**config.mk**
```make
export PLATFORM = sky130hd
export DESIGN_NAME = mode_latch_bank
export DESIGN_NICKNAME = d
export VERILOG_FILES = /design/src/rtl/mode_latch_pkg.sv /design/src/rtl/mode_wr_decode.sv /design/src/rtl/mode_arm_ctrl.sv /design/src/rtl/txt_protect_gate.sv /design/src/rtl/mode_latch_bank.sv
export SDC_FILE = /design/constraint.sdc
export NUM_CORES = 1
export LEC_CHECK = 0
export CAP_MARGIN = 20
export CORE_AREA = 2 2 39 41
export CTS_BUF_LIST = sky130_fd_sc_hd__clkbuf_4
export CTS_CLUSTER_DIAMETER = 150
export DETAILED_ROUTE_END_ITERATION = 16
export DIE_AREA = 0 0 41 43
export DONT_BUFFER_PORTS = 1
export GPL_TIMING_DRIVEN = 0
export SLEW_MARGIN = 10
export SYNTH_ARGS = -nofsm -noshare
export SYNTH_HDL_FRONTEND = slang
export SYNTH_HIERARCHICAL = 1
export SYNTH_SLANG_ARGS = --single-unit
```
**constraint.sdc**
```tcl
create_clock -name clk -period 1.13 [get_ports clk]
set_input_delay 0.0565 -clock clk [delete_from_list [all_inputs] [get_ports clk]]
set_output_delay 0.0565 -clock clk [all_outputs]
set_load 0.05 [all_outputs]
```
**src/rtl/mode_latch_pkg.sv**
```systemverilog
package mode_latch_pkg;
  localparam int IDX_W   = 3;
  localparam int N_LATCH = 1 << IDX_W;

  typedef struct packed {
    logic             hit;     // strobe present
    logic [IDX_W-1:0] idx;     // selected latch
    logic             val;     // value bit
    logic             arm_hit; // write to arming index
    logic             gate_hit;// write to guarded index
  } wr_dec_t;
endpackage

```
**src/rtl/mode_wr_decode.sv**
```systemverilog
module mode_wr_decode
  import mode_latch_pkg::*;
#(
  parameter int SEL_LSB  = 1,
  parameter int ARM_IDX  = 1,
  parameter int GATE_IDX = 4
) (
  input  logic                 wr_en,
  input  logic [SEL_LSB+IDX_W-1:0] sel_field,
  output wr_dec_t              dec
);
  always_comb begin
    dec.hit      = wr_en;
    dec.idx      = sel_field[SEL_LSB +: IDX_W];
    dec.val      = sel_field[0];
    dec.arm_hit  = wr_en && (dec.idx == IDX_W'(ARM_IDX));
    dec.gate_hit = wr_en && (dec.idx == IDX_W'(GATE_IDX));
  end
endmodule

```
**src/rtl/mode_arm_ctrl.sv**
```systemverilog
module mode_arm_ctrl (
  input  logic clk,
  input  logic rst,
  input  logic arm_hit,
  input  logic gate_hit,
  output logic armed
);
  always_ff @(posedge clk) begin
    if (rst)
      armed <= 1'b0;
    else if (arm_hit)
      armed <= 1'b1;
    else if (gate_hit && armed)
      armed <= 1'b0;
  end
endmodule

```
**src/rtl/txt_protect_gate.sv**
```systemverilog
module txt_protect_gate #(
  parameter int TXT_AW        = 13,
  parameter int TXT_PROT_BASE = 'h1FF1
) (
  input  logic              req,
  input  logic [TXT_AW-1:0] addr,
  input  logic              unlock,
  output logic              ok
);
  localparam logic [TXT_AW-1:0] BASE = TXT_AW'(TXT_PROT_BASE);

  always_comb ok = req && ((addr < BASE) || unlock);
endmodule

```
**src/rtl/mode_latch_bank.sv**
```systemverilog
module mode_latch_bank
  import mode_latch_pkg::*;
#(
  parameter int SEL_LSB       = 1,
  parameter int ARM_IDX       = 1,
  parameter int GATE_IDX      = 4,
  parameter int MEMSW_IDX     = 6,
  parameter int TXT_AW        = 13,
  parameter int TXT_PROT_BASE = 'h1FF1
) (
  input  logic              clk,
  input  logic              rst,
  input  logic              wr_en,
  input  logic [7:0]        wr_data,
  input  logic              txt_wr_req,
  input  logic [TXT_AW-1:0] txt_wr_addr,
  output logic [7:0]        mode_q,
  output logic              txt_wr_ok,
  output logic [IDX_W-1:0]  last_idx
);
  localparam int FIELD_W = SEL_LSB + IDX_W;

  wr_dec_t dec;
  logic    armed;

  mode_wr_decode #(
    .SEL_LSB(SEL_LSB), .ARM_IDX(ARM_IDX), .GATE_IDX(GATE_IDX)
  ) u_dec (
    .wr_en    (wr_en),
    .sel_field(wr_data[FIELD_W-1:0]),
    .dec      (dec)
  );

  mode_arm_ctrl u_arm (
    .clk     (clk),
    .rst     (rst),
    .arm_hit (dec.arm_hit),
    .gate_hit(dec.gate_hit),
    .armed   (armed)
  );

  for (genvar i = 0; i < N_LATCH; i++) begin : g_latch
    if (i == ARM_IDX) begin : g_arm_slot
      // arming index stores nothing
      always_ff @(posedge clk) mode_q[i] <= 1'b0;
    end else if (i == GATE_IDX) begin : g_guarded
      always_ff @(posedge clk) begin
        if (rst)
          mode_q[i] <= 1'b0;
        else if (dec.gate_hit && armed)
          mode_q[i] <= dec.val;
      end
    end else begin : g_direct
      always_ff @(posedge clk) begin
        if (rst)
          mode_q[i] <= 1'b0;
        else if (dec.hit && dec.idx == IDX_W'(i))
          mode_q[i] <= dec.val;
      end
    end
  end

  always_ff @(posedge clk) begin
    if (rst)
      last_idx <= '0;
    else if (dec.hit)
      last_idx <= dec.idx;
  end

  txt_protect_gate #(
    .TXT_AW(TXT_AW), .TXT_PROT_BASE(TXT_PROT_BASE)
  ) u_prot (
    .req   (txt_wr_req),
    .addr  (txt_wr_addr),
    .unlock(mode_q[MEMSW_IDX]),
    .ok    (txt_wr_ok)
  );
endmodule

```
Word-level counts from Yosys, hierarchy flattened:

Cells that the tools add are included.

* order comparisons: 1
* eq/ne operators: 7
* muxes and demuxes: 2
* reduce and logical (&&, ||, !) cells: 13

Operators with widths (count)
* $lt A13 B13 Y1 const B: 1
* $eq A3 B3 Y1 const B: 4
* $logic_and A1 B1 Y1: 10
* $eq A3 B2 Y1 const B: 2
* $eq A3 B1 Y1 const B: 1
* $logic_not A3 Y1: 1
* $mux W1: 2
* $reduce_bool A2 Y1: 1
* $logic_or A1 B1 Y1: 1

* flip-flop bits (word level): 11
* input port bits: 25
* output and inout port bits: 12
* logic and storage cells: 32

Longest topological paths before layout:

* depth after elaboration: 5
* depth in mapped cells: 4
* mapped depth without buffers: 3

Modules after synthesis:

Netlist, hierarchy kept.

By module, submodules not included
* mode_latch_bank: times used 1, cells each 42, area an instance 451.7 µm², sequential area each 200.2 µm²
* mode_wr_decode: times used 1, cells each 7, area an instance 62.6 µm², sequential area each 0.0 µm²
* mode_arm_ctrl: times used 1, cells each 4, area an instance 38.8 µm², sequential area each 20.0 µm²
* txt_protect_gate: times used 1, cells each 5, area an instance 36.3 µm², sequential area each 0.0 µm²

Worst setup path after synthesis:

OpenSTA, ideal clock, no wires.

* kind: reg2out
* start point: register mode_q[6]
* end point: output port txt_wr_ok
* arrival: 1322 ps
* data required time: 1074 ps
* slack: -249 ps
* stages on the path, launching flop included: 3
* path buffers: 0
* path through: dfxtp_1 > nand4b_1 > o41a_1

* cells in the longest elaborated chain, start to end: 2

Ends and longest elaborated chain
* start: declaration: line mode_latch_bank.sv:17 `output logic [7:0] mode_q,`
* start signal: indexed assignment: line mode_latch_bank.sv:58 `mode_q[i] <= dec.val;`
* $logic_or A1 B1 Y1: line txt_protect_gate.sv:12 `always_comb ok = req && ((addr < BASE) || unlock);`
* $logic_and A1 B1 Y1: line txt_protect_gate.sv:12
* end: declaration: line mode_latch_bank.sv:18 `output logic txt_wr_ok,`

No other way between the ends.

Worst setup path in the final report:

Ends and elaborated chain as after synthesis.

==> results.md <==
* Routability cong. at 0.701
* CP startpoint kind: flip-flop
* Max-slew violation count at 0
* Most common library cells after synthesis: dfxtp_1, mux2i_1, nand2b_1
* Fraction of layout cells with a size suffix above 1 at 28.6%
* CTS buffer count at 3
* Total GRT Usage at 14.7%
* Worst path bufs/invs at 0
* Total Routed Length at 1050 um
* Unrepaired setup endpoints after global routing: yes
* Post-synth EDFFs at 0
* DIE WIDTH at 41 um
* Crit-path cells: nand4b_1, o41a_4
* Area leader, netlist: dfxtp_1
* Placed cell count at 74
* Setup violators final at 1
* Boundary Pins at 37
* Fill cells at 140
* Synth Warn # at 6
* Min-Delay Path Class: input port to flip-flop
* Slew HR at 66.0%
* Worst Tran Pin Value at 509 ps
* Yosys reg bits at 11
* CTS tree: done
* Post-synth top area share at 37.4%
* Initial antenna violation count at 0
* Register Area at 225 um2
* Count leader, synth: dfxtp_1
* Synth Flop Type: dfxtp_1
* Max Cap Viol at 0
* Setup ws final at -334 ps
* Pleak at 0.283 nW
* Mapped Avg Cell Area at 10.2 um2
* Global-route wire length before repair at 1680 um
* Core ar. at 1380 um2
* Syn Nets at 83
* Final clock period utilization by the worst path at 130%
* Clock latency on the worst-skew pair at 270 ps
* Largest net degree at the start of global routing at 11
* Area grow syn2layout at 12.7%
* Die Ht at 43 um
* Cell Area, Placed at 623 um2
* H-tree Lvls at 1
* Vias in the first global route at 409
* Post-Layout Cell Count at 79
* DRC viols at 0
* PortBufs at 0
* Crit path max-delay family: compound AO/OA/AOI/OAI gates
* Yosys cell types at 21
* Max IR drop VDD at 0.594 mV
* Fmax achieved at 0.683 GHz
* Mapped Cells at 58
* Final hold violation count at 0
* Clk slew on worst S/H paths at 70 ps
* Clk_skew at 0.0213 ps
* CTS root buf: clkbuf_4
* Slowest cell on crit path: o41a_4
* Die ar. at 1760 um2
* WS Path Type: flip-flop to output pin
* Vias at 418
* Crit-path max cell delay at 530 ps
* Count of clock tree sinks at 11
* Starting Density at 42.6%
* Min Tclk post-route at 1460 ps
* DR pass1 iterations at 3
* Gr ovfl total at 0
* Post-synth design cell area at 589 um2
* Async S/R FF share, synth at 0%
* Arrival time worst endpoint at 1410 ps
* DRT iter0 DRCs at 3
* Per-cell routed wire length at 13.2 um
* Hpwl dp at 762 um
* Status: finished, violations left
* Most area-consuming cells after synthesis: dfxtp_1, mux2i_1, nand2b_1, buf_4, nand4b_1
* Number of diodes at 0
* Crit. End Element: output pin
* Fin Setup TNS at -334 ps
* Critical path data required time at 1070 ps
* DR vias/cell at 5.29
* Pwr/cell area at 1260 nW/um2
* Max Root-Sink Buffers at 2
* Row count at 14
* Nets at 89
* Finished Cell Area at 664 um2
* Post-synthesis sequential area ratio at 37.4%
* Post-DRT Antenna Nets at 0
* Multi-input logic area at 315 um2
* Worst-path fanout max at 3
* Failing checks: setup timing
path summary, 6_finish.rpt:
path,slack [ps],depth (start not counted),startpoint,to
min reg2reg,500,2,u_arm/armed,mode_q[4]
max reg2reg,190,2,mode_q[3],mode_q[3]
max,-330,2,mode_q[6],txt_wr_ok
min,60,3,wr_data[0],mode_q[4]
layer usage:
layer | global-route usage (%) | vias up | routed length (um)
met5 | 0 | - | 0
met4 | 12.0 | 0 | 21
met3 | 3.66 | 4 | 107
met2 | 18.8 | 22 | 462
met1 | 19.9 | 181 | 454
li1 | - | 211 | -
per-stage QoR:
step	hold slack, ps	total power, mW	utilization (%)	worst slack (ps)
floorplan	119	0.541	-	-26.5
global placement	120	0.552	45.0	-43.6
detailed placement	123	0.554	45.0	-41.5
CTS	56.2	0.851	47.9	-348
global route	59.9	0.874	48.0	-374
finish	56.2	0.835	48.0	-334
flip-flops by register name, summed over array words and instances, names as in the netlist:
signal and count:
last_idx 3, mode_q 7, u_arm/armed 1
area by class of cell:
cell class / count / share of cell area (%)
inverter: 1 / 0.565
timing repair buffer: 1 / 1.51
tap: 16 / 3.01
multi-input combinational: 38 / 47.5
sequential: 11 / 33.9
buffer: 8 / 9.04
clock buffer: 4 / 4.52
timing repair:
action | CTS | global route
hold buffers | 1 | 0
gates resized for setup | 0 | 1
hold endpoints to repair | 1 | 0
gates cloned | 0 | 0
endpoints found under the setup margin | 1 | 2
setup buffers | 0 | 0
cell families (layout without fill, tap and decap cells):
logic type | count (synthesis) | after routing | share of synthesized area [%]
muxes | 9 | 9 | 15.3
DFF | 11 | 11 | 37.4
AOI/OAI and AO/OA | 4 | 4 | 5.94
buffers and inverters | 9 | 14 | 10.8
and+or+nand+nor | 24 | 24 | 29.9
other | 1 | 1 | 0.636
worst register-to-register path: stages (launching register included):
cell      delay [ps]
dfxtp_1          640
nand2b_1         110
mux2i_1          130
layout by cell type (no fill, tap or decap), types with 2 or more instances in the layout:
cell / count
mux2i_1: 9
dfxtp_1: 9
nand2b_1: 8
buf_4: 6
nand4b_1: 4
clkbuf_4: 4
nor2_1: 3
and4bb_1: 2
nand4_1: 2
power breakdown:
part,switching [mW],total (mW),internal [mW]
logic,0.0523,0.103,0.0508
registers,0.0459,0.444,0.398
clock network,0.127,0.288,0.161
total,0.225,0.835,0.610
No activity file was read; power rests on OpenSTA's default activity.
